`config.mk`:
```
export PLATFORM = sky130hd
export DESIGN_NAME = arc_range_ctrl
export DESIGN_NICKNAME = d
export VERILOG_FILES = /design/src/rtl/arc_pkg.sv /design/src/rtl/arc_trip_detect.sv /design/src/rtl/arc_toggle_counter.sv /design/src/rtl/arc_direct_accum.sv /design/src/rtl/arc_range_ctrl.sv
export SDC_FILE = /design/constraint.sdc
export NUM_CORES = 1
export LEC_CHECK = 0
export BUFFER_PORTS_ARGS = -buffer_cell sky130_fd_sc_hd__buf_4
export CELL_PAD_IN_SITES_DETAIL_PLACEMENT = 1
export CELL_PAD_IN_SITES_GLOBAL_PLACEMENT = 1
export CORE_MARGIN = 2
export CORE_UTILIZATION = 25
export DETAILED_ROUTE_END_ITERATION = 10
export HOLD_SLACK_MARGIN = 0.08
export MAX_ROUTING_LAYER = met4
export PLACE_DENSITY = 0.61
export SLEW_MARGIN = 5
export SYNTH_ARGS = -nofsm -noshare
export SYNTH_HDL_FRONTEND = slang
export SYNTH_SLANG_ARGS = --single-unit
export TNS_END_PERCENT = 20
```
`constraint.sdc`:
```
create_clock -name clk_i -period 8.92 [get_ports clk_i]
set_input_delay 0.892 -clock clk_i [delete_from_list [all_inputs] [get_ports clk_i]]
set_output_delay 0.892 -clock clk_i [all_outputs]
set_load 0.05 [all_outputs]
```
`src/rtl/arc_pkg.sv`:
```
package arc_pkg;
  typedef enum logic {
    MODE_CONV   = 1'b0,
    MODE_DIRECT = 1'b1
  } arc_mode_e;
endpackage

```
`src/rtl/arc_trip_detect.sv`:
```
module arc_trip_detect #(
  parameter int unsigned N_CMP = 2
) (
  input  logic             clk_i,
  input  logic             rst_ni,
  input  logic [N_CMP-1:0] cmp_i,
  output logic             trip_o
);
  logic [N_CMP-1:0] rise;

  for (genvar g = 0; g < N_CMP; g++) begin : g_ch
    logic s1_q, s2_q, s3_q;
    always_ff @(posedge clk_i or negedge rst_ni) begin
      if (!rst_ni) begin
        s1_q <= 1'b0;
        s2_q <= 1'b0;
        s3_q <= 1'b0;
      end else begin
        s1_q <= cmp_i[g];
        s2_q <= s1_q;
        s3_q <= s2_q;
      end
    end
    assign rise[g] = s2_q & ~s3_q;

    // a rising edge is reported for one cycle only
    p_single_rise_r2: assert property (@(posedge clk_i) disable iff (!rst_ni)
      rise[g] |=> !rise[g]);
  end

  assign trip_o = |rise;
endmodule

```
`src/rtl/arc_toggle_counter.sv`:
```
module arc_toggle_counter #(
  parameter int unsigned CNT_W  = 24,
  parameter int unsigned HOLD_W = 8
) (
  input  logic              clk_i,
  input  logic              rst_ni,
  input  logic              trip_i,
  input  logic              enable_i,
  input  logic [HOLD_W-1:0] holdoff_i,
  input  logic              clear_i,
  output logic              branch_o,
  output logic [CNT_W-1:0]  count_o
);
  localparam logic [CNT_W-1:0] CNT_MAX = {CNT_W{1'b1}};

  logic              branch_q;
  logic [HOLD_W-1:0] hold_q;
  logic [CNT_W-1:0]  cnt_q, cnt_nxt;
  logic              tog;

  assign tog = trip_i & enable_i & (hold_q == '0);

  always_comb begin
    cnt_nxt = cnt_q;
    if (tog && cnt_q != CNT_MAX) cnt_nxt = cnt_q + 1'b1;
  end

  always_ff @(posedge clk_i or negedge rst_ni) begin
    if (!rst_ni) begin
      branch_q <= 1'b0;
      hold_q   <= '0;
      cnt_q    <= '0;
    end else begin
      branch_q <= branch_q ^ tog;
      if (tog)               hold_q <= holdoff_i;
      else if (hold_q != '0) hold_q <= hold_q - 1'b1;
      cnt_q <= clear_i ? '0 : cnt_nxt;
    end
  end

  assign branch_o = branch_q;
  assign count_o  = cnt_nxt;

  // no inversion while blanking is active
  p_holdoff_r3: assert property (@(posedge clk_i) disable iff (!rst_ni)
    (hold_q != '0) |=> (branch_q == $past(branch_q)));
  // branch frozen outside converter mode
  p_branch_frozen_r6: assert property (@(posedge clk_i) disable iff (!rst_ni)
    !enable_i |=> (branch_q == $past(branch_q)));
  // count never wraps inside a window
  p_cnt_no_wrap_r10: assert property (@(posedge clk_i) disable iff (!rst_ni)
    !clear_i |=> (cnt_q >= $past(cnt_q)));
endmodule

```
`src/rtl/arc_direct_accum.sv`:
```
module arc_direct_accum #(
  parameter int unsigned ADC_W = 16,
  parameter int unsigned SUM_W = 24
) (
  input  logic             clk_i,
  input  logic             rst_ni,
  input  logic             enable_i,
  input  logic             clear_i,
  input  logic             valid_i,
  input  logic [ADC_W-1:0] data_i,
  input  logic [ADC_W-1:0] thr_i,
  output logic [SUM_W-1:0] sum_o,
  output logic             low_o
);
  localparam int unsigned EXT_W = SUM_W + 1;

  logic [SUM_W-1:0] sum_q, sum_nxt;
  logic             low_q, low_nxt;
  logic [EXT_W-1:0] ext;
  logic             take;

  assign take = enable_i & valid_i;
  assign ext  = {1'b0, sum_q} + EXT_W'(data_i);

  always_comb begin
    sum_nxt = sum_q;
    if (take) sum_nxt = ext[SUM_W] ? {SUM_W{1'b1}} : ext[SUM_W-1:0];
    low_nxt = low_q | (take & (data_i < thr_i));
  end

  always_ff @(posedge clk_i or negedge rst_ni) begin
    if (!rst_ni) begin
      sum_q <= '0;
      low_q <= 1'b0;
    end else if (clear_i) begin
      sum_q <= '0;
      low_q <= 1'b0;
    end else begin
      sum_q <= sum_nxt;
      low_q <= low_nxt;
    end
  end

  assign sum_o = sum_nxt;
  assign low_o = low_nxt;

  // sum never wraps inside a window
  p_sum_no_wrap_r10: assert property (@(posedge clk_i) disable iff (!rst_ni)
    !clear_i |=> (sum_q >= $past(sum_q)));
  // samples outside direct mode leave the accumulator alone
  p_idle_when_off_r11: assert property (@(posedge clk_i) disable iff (!rst_ni)
    (!enable_i && !clear_i) |=> (sum_q == $past(sum_q)));
endmodule

```
`src/rtl/arc_range_ctrl.sv`:
```
module arc_range_ctrl
  import arc_pkg::*;
#(
  parameter int unsigned N_CMP  = 2,
  parameter int unsigned PER_W  = 16,
  parameter int unsigned HOLD_W = 8,
  parameter int unsigned ADC_W  = 16,
  parameter int unsigned RES_W  = 24
) (
  input  logic              clk_i,
  input  logic              rst_ni,
  input  logic [N_CMP-1:0]  cmp_i,
  input  logic [PER_W-1:0]  period_i,
  input  logic [HOLD_W-1:0] holdoff_i,
  input  logic [RES_W-1:0]  max_count_i,
  input  logic [ADC_W-1:0]  return_thr_i,
  input  logic              adc_valid_i,
  input  logic [ADC_W-1:0]  adc_data_i,
  output logic              branch_o,
  output logic              direct_mode_o,
  output logic              res_valid_o,
  output logic              res_mode_o,
  output logic              res_ok_o,
  output logic [RES_W-1:0]  res_value_o
);
  localparam int unsigned PX_W = PER_W + 1;

  arc_mode_e        mode_q, mode_nxt;
  logic [PER_W-1:0] pcnt_q;
  logic             period_end;
  logic             trip, low_seen, settle_q;
  logic [RES_W-1:0] tog_cnt, adc_sum;
  logic             res_valid_q, res_mode_q, res_ok_q;
  logic [RES_W-1:0] res_value_q;

  assign period_end = (PX_W'(pcnt_q) + 1'b1) >= PX_W'(period_i);

  always_ff @(posedge clk_i or negedge rst_ni) begin
    if (!rst_ni)         pcnt_q <= '0;
    else if (period_end) pcnt_q <= '0;
    else                 pcnt_q <= pcnt_q + 1'b1;
  end

  arc_trip_detect #(.N_CMP(N_CMP)) u_trip (
    .clk_i  (clk_i),
    .rst_ni (rst_ni),
    .cmp_i  (cmp_i),
    .trip_o (trip)
  );

  arc_toggle_counter #(.CNT_W(RES_W), .HOLD_W(HOLD_W)) u_conv (
    .clk_i     (clk_i),
    .rst_ni    (rst_ni),
    .trip_i    (trip),
    .enable_i  (mode_q == MODE_CONV),
    .holdoff_i (holdoff_i),
    .clear_i   (period_end),
    .branch_o  (branch_o),
    .count_o   (tog_cnt)
  );

  arc_direct_accum #(.ADC_W(ADC_W), .SUM_W(RES_W)) u_direct (
    .clk_i    (clk_i),
    .rst_ni   (rst_ni),
    .enable_i (mode_q == MODE_DIRECT),
    .clear_i  (period_end),
    .valid_i  (adc_valid_i),
    .data_i   (adc_data_i),
    .thr_i    (return_thr_i),
    .sum_o    (adc_sum),
    .low_o    (low_seen)
  );

  // range decision with hysteresis, applied only at window end
  always_comb begin
    mode_nxt = mode_q;
    if (period_end) begin
      if (mode_q == MODE_CONV && tog_cnt >= max_count_i) mode_nxt = MODE_DIRECT;
      if (mode_q == MODE_DIRECT && low_seen)             mode_nxt = MODE_CONV;
    end
  end

  always_ff @(posedge clk_i or negedge rst_ni) begin
    if (!rst_ni) begin
      mode_q      <= MODE_CONV;
      settle_q    <= 1'b0;
      res_valid_q <= 1'b0;
      res_mode_q  <= 1'b0;
      res_ok_q    <= 1'b0;
      res_value_q <= '0;
    end else begin
      mode_q      <= mode_nxt;
      res_valid_q <= period_end;
      if (period_end) begin
        settle_q    <= (mode_nxt != mode_q);
        res_mode_q  <= mode_q;
        res_ok_q    <= !settle_q;
        res_value_q <= (mode_q == MODE_DIRECT) ? adc_sum : tog_cnt;
      end
    end
  end

  assign direct_mode_o = mode_q;
  assign res_valid_o   = res_valid_q;
  assign res_mode_o    = res_mode_q;
  assign res_ok_o      = res_ok_q;
  assign res_value_o   = res_value_q;

  // mode only moves on a window boundary
  p_mode_at_boundary_r8: assert property (@(posedge clk_i) disable iff (!rst_ni)
    (mode_q != $past(mode_q)) |-> $past(period_end));
  // a result follows every window end
  p_result_per_window_r4: assert property (@(posedge clk_i) disable iff (!rst_ni)
    period_end |=> res_valid_o);
  // a mode change flags the next reported window as unsettled
  p_unsettled_after_switch_r9: assert property (@(posedge clk_i) disable iff (!rst_ni)
    (res_valid_o && mode_q != res_mode_o) |-> settle_q);
endmodule

```
**Word level (Yosys, flattened, before mapping)**

Index checks and enable logic that the tools add are counted.
W data, S select, Z words.

- Bits in registers: 109
- Bits of input ports: 85
- Output and inout port bits: 29
- Word-level logic and storage cells: 60

- $add $sub $neg: 5
- $lt $le $gt $ge: 3
- Equality and inequality tests: 2
- Multiplexer cells: 13
- Bitwise logic cells: 11
- Reductions and logical operators: 8

Operators with widths:

| cell | count |
|---|---|
| $mux W24 | 6 |
| $add A24 B16 Y25 | 1 |
| $add A24 B1 Y24 const B | 1 |
| $ge A24 B24 Y1 | 1 |
| $ne A24 B24 Y1 const B | 1 |
| $add A16 B1 Y17 const B | 1 |
| $ge A17 B16 Y1 | 1 |
| $add A16 B1 Y16 const B | 1 |
| $lt A16 B16 Y1 | 1 |
| $mux W16 | 1 |
| $mux W8 | 2 |
| $logic_not A8 Y1 | 1 |
| $reduce_bool A8 Y1 | 1 |
| $sub A8 B1 Y8 const B | 1 |
| $and A1 B1 Y1 | 6 |
| $mux W1 | 4 |
| $logic_and A1 B1 Y1 | 3 |
| $not A1 Y1 | 3 |
| $reduce_bool A2 Y1 | 1 |
| $reduce_or A2 Y1 | 1 |
| $logic_not A1 Y1 | 1 |
| $ne A1 B1 Y1 | 1 |
| $or A1 B1 Y1 | 1 |
| $xor A1 B1 Y1 | 1 |

**Longest topological paths before layout**

- Word-level depth: 13
- Mapped depth: 17
- Gate-level depth less buffers: 17

**Cells and area by module**

Synthesis repeated with hierarchy kept, for this count alone.

- Cells, all modules: 827
- Area, all modules: 7902.6 um^2

By module, submodules not included:

| module | instances | cells each | area each (um^2) | seq. area each (um^2) |
|---|---|---|---|---|
| arc_range_ctrl | 1 | 309 | 3210.6 | 1126.1 |
| arc_direct_accum | 1 | 292 | 2459.9 | 625.6 |
| arc_toggle_counter | 1 | 217 | 2062.0 | 825.8 |
| arc_trip_detect | 1 | 9 | 170.2 | 150.1 |

**Worst setup path after synthesis**

OpenSTA, ideal clock, no wires.

- Kind: register -> register
- Start: register u_conv.hold_q[0]
- End: register settle_q
- Arrival: 3691 ps
- Data required time: 8794 ps
- Setup slack: 5103 ps
- Stages on the path, launching flop included: 18
- Path buffers: 0
- Cells stage by stage: dfrtp_1 inv_1 ha_1 or3b_2 a2111oi_4 o21ai_2 nor2_1 and3_1 xnor2_1 inv_1 ha_1 o21ai_0 a211oi_1 o31a_1 a311o_1 o21ai_0 o2111a_1 o21ai_0

- Longest elaborated chain between the ends: 10

RTL lines:

| element | line | RTL |
|---|---|---|
| start: declaration | arc_toggle_counter.sv:17 | `logic [HOLD_W-1:0] hold_q;` |
| start signal: assignment | arc_toggle_counter.sv:35 | `if (tog) hold_q <= holdoff_i;` |
| start signal: assignment | arc_toggle_counter.sv:36 | `else if (hold_q != '0) hold_q <= hold_q - 1'b1;` |
| $logic_not A8 Y1 | arc_toggle_counter.sv:21 | `assign tog = trip_i & enable_i & (hold_q == '0);` |
| $and A1 B1 Y1 | arc_toggle_counter.sv:21 |  |
| $logic_and A1 B1 Y1 | arc_toggle_counter.sv:25 | `if (tog && cnt_q != CNT_MAX) cnt_nxt = cnt_q + 1'b1;` |
| $mux W24 | arc_toggle_counter.sv:25 |  |
| $ge A24 B24 Y1 | arc_range_ctrl.sv:78 | `if (mode_q == MODE_CONV && tog_cnt >= max_count_i) mode_nxt = MODE_DIRECT;` |
| $logic_and A1 B1 Y1 | arc_range_ctrl.sv:78 |  |
| $mux W1 | arc_range_ctrl.sv:78 |  |
| $mux W1 | arc_range_ctrl.sv:79 | `if (mode_q == MODE_DIRECT && low_seen) mode_nxt = MODE_CONV;` |
| $mux W1 | arc_range_ctrl.sv:77 | `if (period_end) begin` |
| $ne A1 B1 Y1 | arc_range_ctrl.sv:95 | `settle_q <= (mode_nxt != mode_q);` |
| end signal: assignment | arc_range_ctrl.sv:95 |  |
| end: declaration | arc_range_ctrl.sv:31 | `logic trip, low_seen, settle_q;` |

Every way passes these cells.
A chain may end at the register's enable or synchronous reset.

**Final worst setup path**

Ends and elaborated chain as after synthesis.

==> flow_summary_export.csv <==
group,metric,value,unit
status,status,"completed",
global_route,gr-total-overflow,0,
critical_path,crit_buf_inv,1,
critical_path,reg2regPathDepth,15,
power_and_ir_drop,vdd_ir_drop_max,0.0817,mV
power_and_ir_drop,clkPwrFrac,0.325,
sta,setup_violations,0,
critical_path,crit_type,"flip-flop to flip-flop",
cells_and_area,area_delta_synth_final,20.9,%
sta,rsz0062_at_grt,"false",
sta,hold_viol,0,
clock_network,cts_tree,"built",
yosys,ys_seq_area_frac,0.368,
cells_and_area,drive_gt1_frac,0.175,
power_and_ir_drop,sw_frac_of_total,0.305,
detailed_routing,drc_errors,0,
critical_path,worstPathCellList,"inv_1, ha_1, or3b_2, a2111oi_4, o21a_1, nand2_1, xnor2_1, ha_1, a21o_1, a31oi_1, o21ai_0, a311o_1, o21ai_0, o2111a_1, o21ai_0",
power_and_ir_drop,p_leak,0.00441,uW
sta,period_share,0.509,
critical_path,critPathMaxFanout,10,
yosys,synth_fp_nets,993,
critical_path,endpoint_kind,"flip-flop",
yosys,synth_edf_count,0,
clock_network,cts_resized,0,
power_and_ir_drop,pwr-share-seq,0.465,
yosys,ys_ff_latch,109,
floorplan,die_w,176,um
global_route,grt_pass1_wl,35400,um
clock_network,cts_max_level,3,
power_and_ir_drop,power.switching,380,uW
sta,slew_violations,0,
floorplan,core_area,29400,sq um
detailed_routing,num_vias,6316,
yosys,synthFlopType,"dfrtp_1",
clock_network,cts_hold_buf,0,
job,maxCapViolCount,0,
placed_design,gp_congestion,0.844,
yosys,synthCells,832,
yosys,yosysWarnings,0,
detailed_routing,avgRoutedWirePerCell,16.2,um
sta,setup_ws,4.38,ns
clock_network,post_cts_buffers,0,
power_and_ir_drop,power_density,139,nW/um^2
critical_path,max_stage_delay,0.77,ns
sta,hold_ws,0.355,ns
min_path,hold_path_class,"flip-flop to flip-flop",
cells_and_area,final_nets,1094,
detailed_routing,vias_per_cell,4.76,
clock_network,cts-root-buf,"clkbuf_16",
critical_path,cpMostUsedCell,"o21ai_0",
critical_path,worst-path-stages,15,
critical_path,required,9.16,ns
yosys,syn_avg_cell_area,8.92,sq um
placed_design,dp_hpwl,16900,um
floorplan,dieArea,31100,sq um
min_path,hold_depth,0,
clock_network,path_clk_slew,0.08,ns
global_route,grt_pass1_vias,6631,
yosys,synth_area,7420,sq um
detailed_routing,wirelength,21600,um
sta,final.setup.tns,0,ns
yosys,ys_types,70,
global_route,grt_start_max_net_pins,63,
sta,fin_skew,0.0101,ns
power_and_ir_drop,combPwrFrac,0.210,
sta,fin_crit,4.54,ns
sta,relSlewSlack,0.376,
floorplan,die-height,176,um
sta,worst_pin_slew,0.913,ns
clock_network,cts.path.max_buffers,2,
floorplan,start_util,0.252,
critical_path,startpoint_type,"flip-flop",
sta,fmax,220,MHz
placed_design,port_buffers,113,
placed_design,dpl_worst_slack,4.37,ns
clock_network,numClockSinks,109,
critical_path,path_delay_family,"compound AO/OA/AOI/OAI gates",
cells_and_area,diodes,0,
clock_network,cts-buffers-inserted,9,
floorplan,pin_count,114,
detailed_routing,drt_iter0_markers,292,
critical_path,cp.arrival,4.78,ns
critical_path,critPathSlowestCell,"a2111oi_4",
global_route,antenna_found_initial,0,
power_and_ir_drop,p_int,866,uW
yosys,async_flop_share,1.00,
clock_network,insertion_delay,0.36,ns
detailed_routing,first_pass_iters,4,
global_route,grt_usage,0.148,
floorplan,num_rows,63,
cells_and_area,fillers,3450,
detailed_routing,ant_nets,0,
worst paths after layout:
check                                           endpoint  slack (ns)                           from
hold / removal             u_trip.g_ch[0].s2_q$_DFF_PN0_        0.36  u_trip.g_ch[0].s1_q$_DFF_PN0_
min in group asynchronous   u_conv.hold_q[6]$_DFFE_PN0P_        0.65                         rst_ni
setup reg to reg                    settle_q$_DFFE_PN0N_        4.38   u_conv.hold_q[0]$_DFFE_PN0P_
max in group asynchronous    res_value_o[11]$_DFFE_PN0N_        7.11                         rst_ni
setup / recovery                    settle_q$_DFFE_PN0N_        4.38   u_conv.hold_q[0]$_DFFE_PN0P_
hold reg to reg            u_trip.g_ch[0].s2_q$_DFF_PN0_        0.36  u_trip.g_ch[0].s1_q$_DFF_PN0_
stage by stage:
stage	utilization	power (uW)	instances	area (sq um)
floorplan	-	749	832	7420
global placement	0.295	847	1312	8680
detailed placement	0.295	856	1312	8680
CTS	0.305	1270	1328	8970
global route	0.305	1320	1328	8970
finish	0.305	1250	1328	8970
cells in the mapped netlist (3+ instances only):
cell type,n,area share
dfrtp_1,109,0.37
nor2_1,84,0.043
ha_1,75,0.13
inv_1,75,0.038
nand2_1,53,0.027
a21oi_1,46,0.031
nor3_1,42,0.028
o21ai_0,32,0.022
and2_1,31,0.026
xnor2_1,31,0.037
xor2_1,26,0.031
nand3_1,25,0.017
clkbuf_1,23,0.012
a211oi_1,16,0.016
and3_1,16,0.013
a21o_1,14,0.014
nand4_1,11,0.0093
or2_2,7,0.0059
a31oi_1,6,0.0051
o211ai_1,6,0.0061
nand2b_1,5,0.0042
o31ai_1,5,0.0051
and4_1,4,0.0047
nor2b_1,4,0.0034
o22a_1,4,0.0047
o22ai_1,4,0.0034
o311a_1,4,0.0054
o31a_1,4,0.0047
a221oi_1,3,0.0035
a311oi_1,3,0.0035
buf_2,3,0.0020
buf_6,3,0.0046
nor4_1,3,0.0025
o21a_1,3,0.0030
o221ai_1,3,0.0035
o311ai_0,3,0.0035
metal layers:
metal,up-vias,wire [um],track usage
met1,3085,10300,0.194
li1,3137,-,-
met5,-,0,-
met4,0,324,0.0331
met3,18,640,0.0209
met2,76,10300,0.243
cell type report:
cell class	instances	area, sq um	share of cell area
Clock buffer	11	253	0.0282
Inverter	75	282	0.0314
Clock inverter	5	40.0	0.00446
Tap cell	390	488	0.0544
Sequential cell	109	2730	0.304
Timing Repair Buffer	120	901	0.100
Multi-Input combinational cell	618	4280	0.477
cells by family (layout without fill, tap and decap cells):
kind of cell | count (synthesis) | after routing | share of synthesized area
AND/OR/NAND/NOR | 303 | 303 | 0.206
adder cells (fa/ha/maj) | 76 | 76 | 0.129
multiplexers | 2 | 2 | 0.00270
AO/OA/AOI/OAI | 179 | 179 | 0.169
flip-flops | 109 | 109 | 0.368
buffers and inverters | 105 | 211 | 0.0567
XOR/XNOR | 58 | 58 | 0.0695
power by group through the flow:
stage                     sequential [uW]  combinational [uW]  clock (uW)
after floorplan                       600                 150           0
final                                 579                 261         405
after CTS                             579                 269         421
after global routing                  586                 300         436
after detailed placement              588                 268           0
after global placement                586                 261           0
flip-flops by register name, summed over array words and instances, names as in the netlist:
signal and count:
u_conv.hold_q 8, u_trip.g_ch.s3_q 2, settle_q 1, u_direct.sum_q 24, direct_mode_o 1, res_valid_o 1, res_ok_o 1, u_trip.g_ch.s1_q 2
res_mode_o 1, res_value_o 24, pcnt_q 16, u_conv.cnt_q 24, u_direct.low_q 1, u_trip.g_ch.s2_q 2, u_conv.branch_o 1
cell usage in the layout, fill, tap and decap left out, types with 5 or more instances in the layout:
cell type and n:
or2_2 7, o21ai_0 32, buf_4 120, a21oi_1 46
inv_1 74, xor2_1 26, nand4_1 11, ha_1 75
a31oi_1 6, dfrtp_1 109, nor3_1 42, a211oi_1 16
nand3_1 25, nor2_1 83, a21o_1 14, and3_1 16
o31ai_1 5, xnor2_1 31, o211ai_1 6, nand2_1 53
and2_1 31, nand2b_1 5, clkbuf_16 9
Power figures use the tool's default switching activity.
